===== config.mk =====
export PLATFORM = sky130hd
export DESIGN_NAME = capcmp_array
export DESIGN_NICKNAME = d
export VERILOG_FILES = /design/src/rtl/capcmp_pkg.sv /design/src/rtl/capcmp_chan.sv /design/src/rtl/capcmp_pin.sv /design/src/rtl/capcmp_array.sv
export SDC_FILE = /design/constraint.sdc
export NUM_CORES = 1
export LEC_CHECK = 0
export ABC_AREA = 1
export BUFFER_PORTS_ARGS = -buffer_cell sky130_fd_sc_hd__clkbuf_2
export CORE_MARGIN = 4
export CORE_UTILIZATION = 30
export CTS_BUF_LIST = sky130_fd_sc_hd__clkbuf_8
export DETAILED_ROUTE_END_ITERATION = 6
export PLACE_DENSITY_LB_ADDON = 0.2
export SLEW_MARGIN = 20
export SYNTH_ARGS = -nofsm -noshare
export SYNTH_HDL_FRONTEND = slang
export SYNTH_SLANG_ARGS = --single-unit

===== constraint.sdc =====
create_clock -name clk_i -period 2.13 [get_ports clk_i]
set_input_delay 0.426 -clock clk_i [delete_from_list [all_inputs] [get_ports clk_i]]
set_output_delay 0.426 -clock clk_i [all_outputs]
set_load 0.01 [all_outputs]

===== src/rtl/capcmp_pkg.sv =====
package capcmp_pkg;
  typedef enum logic [2:0] {
    MD_OFF        = 3'd0,
    MD_CAP_RISE   = 3'd1,
    MD_CAP_FALL   = 3'd2,
    MD_CAP_BOTH   = 3'd3,
    MD_CMP_MULTI  = 3'd4,
    MD_CMP_TOGGLE = 3'd5,
    MD_CMP_ONCE   = 3'd6,
    MD_CMP_SETCLR = 3'd7
  } ch_mode_e;
endpackage


===== src/rtl/capcmp_chan.sv =====
module capcmp_chan
  import capcmp_pkg::*;
#(
  parameter int TW = 16
) (
  input  logic          clk_i,
  input  logic          rst_ni,
  input  logic [2:0]    mode_i,
  input  logic          tsel_i,
  input  logic          sngl_i,
  input  logic [TW-1:0] tmr_a_i,
  input  logic [TW-1:0] tmr_b_i,
  input  logic          ovf_a_i,
  input  logic          ovf_b_i,
  input  logic          pin_i,
  input  logic          wr_i,
  input  logic [TW-1:0] wr_val_i,
  input  logic          arm_i,
  output logic          cmp_evt_o,
  output logic          ovf_o,
  output logic          irq_o,
  output logic [TW-1:0] val_o
);
  ch_mode_e      md;
  logic [TW-1:0] tmr_sel, val_q;
  logic          eq, eq_q, pin_q, done_q, arm_q, irq_q;
  logic          once_mode, blocked, rise, fall, cap_evt;

  assign md      = ch_mode_e'(mode_i);
  assign tmr_sel = tsel_i ? tmr_b_i : tmr_a_i;
  assign ovf_o   = tsel_i ? ovf_b_i : ovf_a_i;
  assign eq      = (tmr_sel == val_q);

  assign once_mode = (md == MD_CMP_ONCE) || (md == MD_CMP_SETCLR);
  // once-per-period lockout and single-event disarm
  assign blocked   = (once_mode && done_q) || (sngl_i && !arm_q);
  assign cmp_evt_o = mode_i[2] && eq && !eq_q && !blocked;

  assign rise = pin_i && !pin_q;
  assign fall = !pin_i && pin_q;

  always_comb begin
    case (md)
      MD_CAP_RISE: cap_evt = rise;
      MD_CAP_FALL: cap_evt = fall;
      MD_CAP_BOTH: cap_evt = rise || fall;
      default:     cap_evt = 1'b0;
    endcase
  end

  always_ff @(posedge clk_i or negedge rst_ni) begin
    if (!rst_ni) begin
      val_q  <= '0;
      eq_q   <= 1'b0;
      pin_q  <= 1'b0;
      done_q <= 1'b0;
      arm_q  <= 1'b0;
      irq_q  <= 1'b0;
    end else begin
      eq_q  <= eq;
      pin_q <= pin_i;
      irq_q <= cmp_evt_o || cap_evt;
      if (wr_i)         val_q <= wr_val_i;
      else if (cap_evt) val_q <= tmr_sel;
      if (cmp_evt_o)    done_q <= 1'b1;
      else if (ovf_o)   done_q <= 1'b0;
      if (cmp_evt_o && sngl_i) arm_q <= 1'b0;
      else if (arm_i)          arm_q <= 1'b1;
    end
  end

  assign irq_o = irq_q;
  assign val_o = val_q;
endmodule


===== src/rtl/capcmp_pin.sv =====
module capcmp_pin
  import capcmp_pkg::*;
(
  input  logic       clk_i,
  input  logic       rst_ni,
  input  logic [2:0] mode_i,
  input  logic       ovf_i,
  input  logic       evt_i,
  input  logic       pair_evt_i,
  input  logic       lead_i,
  input  logic       follow_i,
  output logic       pin_o
);
  ch_mode_e md;
  logic     pin_q;

  assign md = ch_mode_e'(mode_i);

  always_ff @(posedge clk_i or negedge rst_ni) begin
    if (!rst_ni) begin
      pin_q <= 1'b0;
    end else if (follow_i) begin
      pin_q <= 1'b0;
    end else if (lead_i) begin
      if (evt_i || pair_evt_i) pin_q <= !pin_q;
    end else begin
      case (md)
        MD_CMP_TOGGLE: if (evt_i) pin_q <= !pin_q;
        MD_CMP_SETCLR: begin
          if (evt_i)      pin_q <= 1'b1;
          else if (ovf_i) pin_q <= 1'b0;
        end
        default: ;
      endcase
    end
  end

  assign pin_o = pin_q;
endmodule


===== src/rtl/capcmp_array.sv =====
module capcmp_array
  import capcmp_pkg::*;
#(
  parameter  int N_CH = 16,
  parameter  int TW   = 16,
  localparam int IW   = $clog2(N_CH),
  localparam int HALF = N_CH / 2
) (
  input  logic                     clk_i,
  input  logic                     rst_ni,
  input  logic [TW-1:0]            tmr_a_i,
  input  logic [TW-1:0]            tmr_b_i,
  input  logic                     ovf_a_i,
  input  logic                     ovf_b_i,
  input  logic [N_CH-1:0][2:0]     mode_i,
  input  logic [N_CH-1:0]          tsel_i,
  input  logic [N_CH-1:0]          sngl_i,
  input  logic [HALF-1:0]          dbl_i,
  input  logic [N_CH-1:0]          arm_i,
  input  logic                     wr_i,
  input  logic [IW-1:0]            wr_sel_i,
  input  logic [TW-1:0]            wr_val_i,
  input  logic [N_CH-1:0]          pin_i,
  output logic [N_CH-1:0]          pin_o,
  output logic [N_CH-1:0]          irq_o,
  output logic [N_CH-1:0][TW-1:0]  creg_o
);
  logic [N_CH-1:0] cmp_evt;
  logic [N_CH-1:0] ovf_sel;

  for (genvar i = 0; i < N_CH; i++) begin : g_ch
    logic wr_hit, pair_evt, lead, follow;

    assign wr_hit = wr_i && (wr_sel_i == IW'(i));

    capcmp_chan #(.TW(TW)) u_chan (
      .clk_i     (clk_i),
      .rst_ni    (rst_ni),
      .mode_i    (mode_i[i]),
      .tsel_i    (tsel_i[i]),
      .sngl_i    (sngl_i[i]),
      .tmr_a_i   (tmr_a_i),
      .tmr_b_i   (tmr_b_i),
      .ovf_a_i   (ovf_a_i),
      .ovf_b_i   (ovf_b_i),
      .pin_i     (pin_i[i]),
      .wr_i      (wr_hit),
      .wr_val_i  (wr_val_i),
      .arm_i     (arm_i[i]),
      .cmp_evt_o (cmp_evt[i]),
      .ovf_o     (ovf_sel[i]),
      .irq_o     (irq_o[i]),
      .val_o     (creg_o[i])
    );

    // lower half leads a pair, upper half follows
    if (i < HALF) begin : g_lo
      assign pair_evt = cmp_evt[i+HALF];
      assign lead     = dbl_i[i];
      assign follow   = 1'b0;
    end else begin : g_hi
      assign pair_evt = 1'b0;
      assign lead     = 1'b0;
      assign follow   = dbl_i[i-HALF];
    end

    capcmp_pin u_pin (
      .clk_i      (clk_i),
      .rst_ni     (rst_ni),
      .mode_i     (mode_i[i]),
      .ovf_i      (ovf_sel[i]),
      .evt_i      (cmp_evt[i]),
      .pair_evt_i (pair_evt),
      .lead_i     (lead),
      .follow_i   (follow),
      .pin_o      (pin_o[i])
    );
  end
endmodule


; After elaboration in Yosys (flattened, before gate mapping)
; Index checks and enable logic that the tools add are counted.
[totals]
inputBits = 177
elab_cells = 872
out_inout_bits = 288
reg_bits = 352
[op_classes]
eq_ne = 167
muxes = 200
reduce_logical = 393
[ops]
columns = operator, n
row1 = $mux 16, 48
row2 = $eq 16x16->1, 16
row3 = $eq 3x3->1 const B, 48
row4 = $logic_and 1x1->1, 144
row5 = $mux 1, 120
row6 = $eq 3x2->1 const B, 32
row7 = $logic_not 1->1, 96
row8 = $reduce_bool 2->1, 48
row9 = $logic_or 1x1->1, 72
row10 = $ne 4x2->1 const B, 14
row11 = $eq 3x1->1 const B, 16
row12 = $ne 3x3->1 const B, 16
row13 = $pmux 1 s3, 16
row14 = $reduce_bool 3->1, 16
row15 = $eq 4x4->1 const B, 8
row16 = $pmux 1 s2, 16
row17 = $reduce_and 4->1, 8
row18 = $reduce_and 3->1, 8
row19 = $eq 4x3->1 const B, 4
row20 = $ne 2x1->1 const B, 8
row21 = $eq 4x2->1 const B, 2
row22 = $ne 4x3->1 const B, 2
row23 = $eq 4x1->1 const B, 1
row24 = $logic_not 4->1, 1

; Logic depth before layout (Yosys ltp)
; Gate-level depths: netlist (run 1).
[logic_depth]
depth_word = 9
mapped_depth = 16
mapped_depth_nobuf = 15

; Cells and area by module
; A second synthesis (run 1) with hierarchy kept.
[hier_totals]
cells_unflattened = 4385
area_unflattened_um2 = 27536.4
[modules_own_cells]
columns = module, seq_area_each_um2, cells_each, area_each_um2, n_inst
row1 = capcmp_chan, 525.5, 251, 1605.3, 16
row2 = capcmp_pin, 25.0, 21, 107.6, 16
row3 = capcmp_array, 0.0, 33, 130.1, 1

; Worst setup path before layout (run 1)
; OpenSTA, ideal clock, no wires.
[synth_path]
path_kind = input to register
from = input port tmr_b_i[4]
to = register g_ch[2].u_pin.pin_q
t_required_ps = 2013
arrival_time_ps = 1672
path_buffers = 2
path_stages = 15
setup_slack_ps = 341
cell_sequence = buf_2 buf_2 nand2_1 nand3_1 nand2_1 nor2_1 nand2_1 nor2_1 nand3_1 nand2_1 inv_1 nand2_1 nand3_1 nand2_1 nand2_1
[synth_via]
elab_chain_len = 8
elab_cells_between_ends = 18
[synth_rtl]
columns = element, line
row1 = "start, declared", capcmp_array.sv:12  ; input logic [TW-1:0] tmr_b_i,
row2 = $mux 16, capcmp_chan.sv:30  ; assign tmr_sel = tsel_i ? tmr_b_i : tmr_a_i;
row3 = $eq 16x16->1, capcmp_chan.sv:32  ; assign eq = (tmr_sel == val_q);
row4 = $logic_and 1x1->1 (3 in a row), capcmp_chan.sv:37  ; assign cmp_evt_o = mode_i[2] && eq && !eq_q && !blocked;
row5 = $mux 1 / $logic_or 1x1->1 (equally long branches), "capcmp_pin.sv:30, capcmp_pin.sv:25"
row6 = $pmux 1 s2 / $ne 2x1->1 (equally long branches), n/a
row7 = $mux 1 / $reduce_and 4->1 (equally long branches), n/a
row8 = "end signal, assigned", capcmp_pin.sv:25  ; if (evt_i || pair_evt_i) pin_q <= !pin_q;
row9 = "end signal, assigned", capcmp_pin.sv:28  ; MD_CMP_TOGGLE: if (evt_i) pin_q <= !pin_q;
row10 = "end, declared", capcmp_pin.sv:15  ; logic pin_q;
; Parallel ways exist; a longest one is shown, timed or not.
; A chain may end at the register's enable or synchronous reset.

; Final worst setup path (run 1)
[layout_path]
from = register g_ch[11].u_chan.val_q[4]
to = register g_ch[11].u_chan.arm_q
[layout_via]
elab_chain_len = 6
elab_cells_between_ends = 7
[layout_rtl]
columns = element, line
row1 = "start, declared", capcmp_chan.sv:25  ; logic [TW-1:0] tmr_sel, val_q;
row2 = "start signal, assigned", capcmp_chan.sv:63  ; if (wr_i) val_q <= wr_val_i;
row3 = "start signal, assigned", capcmp_chan.sv:64  ; else if (cap_evt) val_q <= tmr_sel;
row4 = $eq 16x16->1 *, capcmp_chan.sv:32
row5 = net g_ch[11].u_chan.eq, capcmp_chan.sv:26  ; logic eq, eq_q, pin_q, done_q, arm_q, irq_q;
row6 = $logic_and 1x1->1 * (3 in a row), capcmp_chan.sv:37
row7 = $logic_and 1x1->1 *, capcmp_chan.sv:67  ; if (cmp_evt_o && sngl_i) arm_q <= 1'b0;
row8 = $mux 1 / $reduce_bool 2->1 (equally long branches), n/a
row9 = "end signal, assigned", capcmp_chan.sv:57  ; arm_q <= 1'b0;
row10 = "end signal, assigned", capcmp_chan.sv:67
row11 = "end signal, assigned", capcmp_chan.sv:68  ; else if (arm_i) arm_q <= 1'b1;
row12 = "end, declared", capcmp_chan.sv:26
; Mark *: on every way through the listed nets, which the timed path passes. The rest lies on a longest branch.

==> results.cfg, run 1 <==
[worst_setup_path]
worst-path-max-fanout = 3
crit_path_start_kind = flop
worst_setup_path_category = reg2reg
critical_path.reg2reg.endpoint = g_ch[11].u_chan.arm_q
worst_ep_arrival_time_ns = 2.54
crit_required_ns = 2.67
reg2reg_depth = 10
critical_path.reg2reg.startpoint = g_ch[11].u_chan.val_o[4]
critPathCaptureType = flop
reg2reg_setup_slack_ns = 0.12

[route]
ant_nets = 0
drt_iter0_drc = 3301
dr_vias = 30412
viasPerCell = 5.00
drc = 6
drt-wirelength-per-cell_um = 21.6
wire_length_reported_by_the_detailed_router_um = 131000
drt_pass1_iterations = 7

[die]
floorplan_die_height_um = 302
floorplan.rows = 107
initial_utilization_pct = 30.3
design.core.area_um2 = 85400
die_area_um2 = 91000
die_w_um = 302
io_pins = 465

[cts]
ctsRootBufferMaster = sky130_fd_sc_hd__clkbuf_8
clock_path_buffers = 3
tritoncts_buffers = 73
cts_tree = yes
cts_max_level = 3
tritoncts_num_sinks = 352
clock_insertion_delay_worst_skew_ns = 0.68
cts.reportedPaths.clkPinSlew_ns = 0.06

[final_layout]
finish.utilization_pct = 39.5
layout.nets = 5091
layout.area.seq_um2 = 8810
layout.filler_cells = 9245
final_layout_size_suffix_gt1_share_pct = 19.4
multi_input_logic_area_um2 = 14200
syn_to_final_growth_pct = 30.3
instances_no_fill = 6079

[global_route]
antenna_found_initial = 13
grt_start_max_net_pins = 76
vias_in_the_first_global_route = 27329
grt_first_pass_wirelength_um = 187000
grt.overflow.total = 0
groute.usage.overall_pct = 28.0

[min_path]
hold_path_startpoint = arm_i[14]
timing.hold.worst.class = in2reg
hold-path-cell-count = 3
whs_endpoint = g_ch[14].u_chan.arm_q

[placed_design]
io_buffers = 464
dpl.hpwl_um = 97300
place_congestion = 0.910
place.detailed.instances = 5897

[logic_synthesis]
synth-async-reset-ratio_pct = 100
yosysWarnings = 0
syn-num-nets = 4428
syn-cell-area_um2 = 25900
synth-edff-count = 0
avgSynthCellArea_um2 = 6.13
synth_sequential_area_ratio_pct = 34.1
yosys_cell_types = 43
synthFlopType = sky130_fd_sc_hd__dfrtp_1
synthCells = 4219
synth.ff_latch_count = 352

[power_and_ir_drop]
netSwitchingFraction_pct = 41.9
power.share.sequential_pct = 35.6
pwr-share-clk_pct = 27.7
power_per_cell_area_nw_per_um2 = 778
static-leakage-power_nw = 18.6
netSwitchingPower_mw = 11.0
cell_internal_pwr_mw = 15.2
part_of_the_total_power_dissipated_in_combinational_logic_pct = 36.7
worst_ir_drop_vdd_mv = 0.366

[sta]
setup_tns_ns = 0
slew_viol_final = 0
fin_crit_sh_pct = 94.3
period_minus_slack_ns = 2.01
measured_slew_at_the_worst_slew_check_pin_ns = 0.565
setup-violations-final = 0
finalHoldViolCount = 0
clock_skew_ns = 0.0310
maxClockFrequency_mhz = 498
worst_slew_margin_pct = 62.3
setup_repair_after_global_routing_missed_its_margin = false

[status]
outcome = finished with violations
failed_checks = design-rule violations

[flow_run]
max_cap_viols = 0
-- cells in the final DEF, fill, tap and decap left out, types with 6 or more instances in the layout --
| cell | n |
|---|---|
| sky130_fd_sc_hd__nand4_1 | 8 |
| sky130_fd_sc_hd__mux2i_1 | 8 |
| sky130_fd_sc_hd__o211ai_1 | 38 |
| sky130_fd_sc_hd__clkbuf_2 | 463 |
| sky130_fd_sc_hd__a21oi_1 | 42 |
| sky130_fd_sc_hd__nor2_2 | 11 |
| sky130_fd_sc_hd__diode_2 | 6 |
| sky130_fd_sc_hd__inv_1 | 399 |
| sky130_fd_sc_hd__nand3_1 | 315 |
| sky130_fd_sc_hd__nor2_1 | 211 |
| sky130_fd_sc_hd__nor3_1 | 9 |
| sky130_fd_sc_hd__xor2_1 | 25 |
| sky130_fd_sc_hd__dfrtp_1 | 351 |
| sky130_fd_sc_hd__buf_12 | 81 |
| sky130_fd_sc_hd__a221oi_1 | 8 |
| sky130_fd_sc_hd__o21ai_0 | 498 |
| sky130_fd_sc_hd__buf_4 | 261 |
| sky130_fd_sc_hd__inv_2 | 20 |
| sky130_fd_sc_hd__ha_1 | 32 |
| sky130_fd_sc_hd__clkbuf_8 | 90 |
| sky130_fd_sc_hd__o21ai_1 | 38 |
| sky130_fd_sc_hd__nand2_2 | 6 |
| sky130_fd_sc_hd__a31oi_1 | 38 |
| sky130_fd_sc_hd__dlygate4sd3_1 | 47 |
| sky130_fd_sc_hd__nand2_1 | 1864 |
| sky130_fd_sc_hd__nor4_1 | 12 |
-- stage by stage --
stage                     worst slack, ns  power, mW  hold WS, ns  area [um2]
after floorplan                     0.341       14.0        0.130       25900
after global placement             -0.124       18.8        0.350       31700
after detailed placement           -0.138       18.8        0.352       31700
after CTS                          0.0604       26.3      0.00186       33600
after global routing               0.0112       27.9       0.0422       33700
final                               0.122       26.2       0.0154       33700
-- flip-flops by register name (all words and copies together), names as in the netlist --
name and cells:
g_ch.u_chan.irq_o 16, g_ch.u_chan.done_q 16, g_ch.u_pin.pin_o 16, g_ch.u_chan.arm_q 16, g_ch.u_chan.pin_q 16, g_ch.u_chan.val_o 256, g_ch.u_chan.eq_q 16
-- worst max-delay path, cell delays in order (launching register included) --
cell	delay [ns]
sky130_fd_sc_hd__dfrtp_1	0.43
sky130_fd_sc_hd__inv_1	0.07
sky130_fd_sc_hd__nand2_1	0.07
sky130_fd_sc_hd__nand2_1	0.06
sky130_fd_sc_hd__nor2_1	0.12
sky130_fd_sc_hd__nand2_1	0.08
sky130_fd_sc_hd__nor2_2	0.15
sky130_fd_sc_hd__and2_2	0.17
sky130_fd_sc_hd__buf_4	0.11
sky130_fd_sc_hd__a31oi_1	0.06
sky130_fd_sc_hd__dlygate4sd3_1	0.57
-- worst max path at each step --
stage | from | end | depth (start not counted)
6_report | g_ch[11].u_chan.val_o[4] | g_ch[11].u_chan.arm_q | 10
5_1_grt | g_ch[11].u_chan.val_o[11] | g_ch[11].u_chan.arm_q | 9
4_1_cts | g_ch[4].u_chan.val_o[7] | g_ch[4].u_chan.arm_q | 9
3_5_place_dp | tsel_i[12] | g_ch[4].u_pin.pin_o | 15
3_3_place_gp | tsel_i[12] | g_ch[4].u_pin.pin_o | 15
2_1_floorplan | tmr_b_i[4] | g_ch[2].u_pin.pin_o | 15
-- synthesized netlist by cell type (2+ instances only) --
cell                       instances  area [um2]
sky130_fd_sc_hd__clkbuf_1         94         353
sky130_fd_sc_hd__o21ai_1          37         185
sky130_fd_sc_hd__xor2_1           25         219
sky130_fd_sc_hd__o21ai_0         499        2500
sky130_fd_sc_hd__ha_1             32         400
sky130_fd_sc_hd__mux2i_1           8        80.1
sky130_fd_sc_hd__a211o_1           2        17.5
sky130_fd_sc_hd__dfrtp_1         352        8810
sky130_fd_sc_hd__o22a_1            4        35.0
sky130_fd_sc_hd__nor2_2            5        31.3
sky130_fd_sc_hd__buf_6             8        90.1
sky130_fd_sc_hd__inv_1           376        1410
sky130_fd_sc_hd__nand2_2           6        37.5
sky130_fd_sc_hd__and2_1            2        12.5
sky130_fd_sc_hd__nor2_1          217         815
sky130_fd_sc_hd__buf_1             5        18.8
sky130_fd_sc_hd__clkbuf_2          6        30.0
sky130_fd_sc_hd__nor3_1           10        50.1
sky130_fd_sc_hd__clkinv_1          3        11.3
sky130_fd_sc_hd__a31o_2            4        35.0
sky130_fd_sc_hd__buf_2            80         400
sky130_fd_sc_hd__buf_4            72         541
sky130_fd_sc_hd__nor4_1           15        93.8
sky130_fd_sc_hd__nand2_1        1864        7000
sky130_fd_sc_hd__and3_1            4        25.0
sky130_fd_sc_hd__o211a_1           2        20.0
sky130_fd_sc_hd__a31oi_1          38         238
sky130_fd_sc_hd__nand4_1           8        50.1
sky130_fd_sc_hd__a221oi_1          8        70.1
sky130_fd_sc_hd__nand3b_1          4        30.0
sky130_fd_sc_hd__a21oi_1          43         215
sky130_fd_sc_hd__o211ai_1         38         285
sky130_fd_sc_hd__inv_2            20        75.1
sky130_fd_sc_hd__nand3_1         315        1580
sky130_fd_sc_hd__and2_2            3        22.5
sky130_fd_sc_hd__o31ai_1           3        22.5
-- routing by layer --
layer  GRT usage [%]  routed length (um)
met5               0                  27
met4            10.8                5120
met3            8.11               14400
met2            43.1               57500
met1            37.0               54400
-- power by group through the flow --
stage | logic (mW) | registers, mW | clock network (mW)
2_1_floorplan | 4.43 | 9.59 | 0
3_3_place_gp | 9.43 | 9.40 | 0
3_5_place_dp | 9.43 | 9.41 | 0
4_1_cts | 9.54 | 9.31 | 7.45
5_1_grt | 10.7 | 9.48 | 7.74
6_report | 9.63 | 9.34 | 7.25
-- layout make-up --
class	count	area share, %
Timing Repair Buffer	853	18.9
Clock buffer	90	3.68
Antenna cell	6	0.0446
Clock inverter	32	0.446
Multi-Input combinational cell	3203	42.1
Tap cell	1144	4.25
Sequential cell	352	26.1
Inverter	399	4.44
-- repair_timing --
item | CTS | global route
buffers inserted | 0 | 7
resized for setup | 0 | 12
endpoints found under the setup margin | 0 | 7
hold buffers | 49 | 0
hold endpoints to repair | 97 | 0
-- cell families (layout without fill, tap and decap cells) --
| group | count (synthesis) | in the layout | synth area share, % |
|---|---|---|---|
| compound gates | 682 | 682 | 14.1 |
| xor+xnor | 25 | 25 | 0.847 |
| fa+ha+maj | 32 | 32 | 1.55 |
| buf+inv | 664 | 1374 | 11.3 |
| flops | 352 | 352 | 34.1 |
| mux | 8 | 8 | 0.310 |
| other cells | 0 | 6 | 0 |
| simple gates | 2456 | 2456 | 37.8 |
Note: power is estimated with default switching activity, not from simulation.
==> inputs of run 2 (changes only) <==
--- a/config.mk
+++ b/config.mk
@@ -7,6 +7,7 @@
 export LEC_CHECK = 0
 export ABC_AREA = 1
 export BUFFER_PORTS_ARGS = -buffer_cell sky130_fd_sc_hd__clkbuf_2
+export CORE_ASPECT_RATIO = 1.25
 export CORE_MARGIN = 4
 export CORE_UTILIZATION = 30
 export CTS_BUF_LIST = sky130_fd_sc_hd__clkbuf_8
==> results.cfg, run 2 (same netlist as run 1, synthesis figures left out) <==
[final_layout]
syn_to_final_growth_pct = 30.8
final_layout_size_suffix_gt1_share_pct = 20.0
finish.instance_area_um2 = 33800
largest_register_ff_count = 256
layout.nets = 5107
most-common-layout-cells = sky130_fd_sc_hd__nand2_1, sky130_fd_sc_hd__o21ai_0, sky130_fd_sc_hd__clkbuf_2
most_frequent_standard_cell_in_the_layout_excluding_fill_and_tap_cells = sky130_fd_sc_hd__nand2_1

[route]
drc = 0
drt-wirelength-per-cell_um = 21.3
drt_pass1_iterations = 5
drt_iter0_drc = 2820
dr_vias = 30341
wire_length_reported_by_the_detailed_router_um = 129000
ant_nets = 0
viasPerCell = 5.02

[sta]
worst_slew_margin_pct = 54.2
final.setup.worst_slack_ns = 0.0420
maxClockFrequency_mhz = 479
period_minus_slack_ns = 2.09
setup-violations-final = 0
hold_ws_ns = 0.0214
slew_viol_final = 0
measured_slew_at_the_worst_slew_check_pin_ns = 0.686
clock_skew_ns = 0.0318
finalHoldViolCount = 0
fin_crit_sh_pct = 98.0

[die]
die_area_um2 = 91000
initial_utilization_pct = 30.2
floorplan_die_height_um = 336
floorplan.rows = 120
design.core.area_um2 = 85600
die_w_um = 271
io_pins = 465

[worst_setup_path]
reg2reg_setup_slack_ns = 0.04
worst-path-max-fanout = 3
crit_required_ns = 2.68
worst_ep_arrival_time_ns = 2.64
worst_setup_path_category = reg2reg
crit_path_start_kind = flop
critPathCaptureType = flop

[status]
outcome = finished, final reports clean

[cts]
clock_path_buffers = 3
cts.reportedPaths.clkPinSlew_ns = 0.06
tritoncts_buffers = 68
tritoncts_num_sinks = 352
cts_tree = yes
clock_insertion_delay_worst_skew_ns = 0.69
cts_max_level = 3
ctsRootBufferMaster = sky130_fd_sc_hd__clkbuf_8

[global_route]
vias_in_the_first_global_route = 27718
grt_start_max_net_pins = 60
antenna_found_initial = 12
grt_first_pass_wirelength_um = 185000
grt.overflow.total = 0
groute.usage.overall_pct = 27.3

[placed_design]
place_congestion = 0.901
dpl.hpwl_um = 94900
dp_worst_setup_slack_ns = -0.141
place_area_um2 = 31800
io_buffers = 464

[power_and_ir_drop]
power_per_cell_area_nw_per_um2 = 776
worst_ir_drop_vdd_mv = 0.389
static-leakage-power_nw = 18.7
fin_total_pwr_mw = 26.2

[flow_run]
max_cap_viols = 0

[min_path]
timing.hold.worst.class = in2reg
==> run 2: cell types whose count changed in the layout (fill, tap and decap cells not counted), sizes merged, moves of 2 or more <==
cell / before / now
buf: 343 / 365
inv: 422 / 416
clkinv: 6 / 11
clkbuf: 553 / 550
diode: 6 / 3
dlygate4sd3: 47 / 45
==> run 2: critical path: stages (launching register included) <==
cell                            delay [ns]
sky130_fd_sc_hd__dfrtp_1              0.38
sky130_fd_sc_hd__inv_1                0.06
sky130_fd_sc_hd__nand3_1              0.07
sky130_fd_sc_hd__nand2_1              0.05
sky130_fd_sc_hd__nor2_1               0.15
sky130_fd_sc_hd__nand2_2              0.12
sky130_fd_sc_hd__nor4_2               0.33
sky130_fd_sc_hd__buf_4                0.17
sky130_fd_sc_hd__a31oi_1              0.06
sky130_fd_sc_hd__dlygate4sd3_1        0.56
==> run 2: path summary, 6_finish.rpt <==
path | end | depth (start not counted) | startpoint
worst max register to register | g_ch[1].u_chan.arm_q | 9 | g_ch[1].u_chan.val_o[4]
min in group asynchronous | g_ch[3].u_chan.irq_o | 2 | rst_ni
max in group asynchronous | g_ch[4].u_chan.val_o[5] | 3 | rst_ni
worst min-delay path | g_ch[14].u_chan.arm_q | 3 | arm_i[14]
worst min register to register | g_ch[6].u_chan.done_q | 2 | g_ch[6].u_chan.done_q
worst max-delay path | g_ch[1].u_chan.arm_q | 9 | g_ch[1].u_chan.val_o[4]
==> run 2: layer usage <==
layer	GRT usage [%]	vias to the layer above	wire length (um)
met2	44.2	1181	58100
met1	34.0	14120	51900
met5	0	-	45
met3	7.85	283	12000
li1	-	14749	-
met4	12.3	8	6730
==> run 2: through the flow <==
stage               setup TNS (ns)  cells  utilization, %
floorplan                        0   4219               -
global placement            -0.438   5867            37.2
detailed placement          -0.910   5867            37.2
CTS                              0   6032            39.3
global route               -0.0558   6046            39.5
finish                           0   6047            39.5
==> run 2: power by group <==
| group | switching [mW] | internal (mW) | leakage (nW) |
|---|---|---|---|
| clock network | 3.44 | 3.79 | 0.776 |
| registers | 1.31 | 8.00 | 4.35 |
| logic | 6.17 | 3.53 | 13.5 |
| total | 10.9 | 15.3 | 18.7 |
==> run 2: final cells by class <==
cell class / instances / area (um2)
antenna: 3 / 7.51
clock buffer: 87 / 1200
clock inverter: 31 / 174
fill: 9196 / 51800
inverter: 399 / 1500
multi-input combinational: 3203 / 14200
sequential: 352 / 8810
tap: 1098 / 1370
timing repair buffer: 874 / 6550
==> run 2: timing repair <==
action	CTS	global route
hold buffers	47	0
buffers inserted	0	13
endpoints found under the hold margin	64	0
gates resized for setup	0	22
setup endpoints to repair	0	7
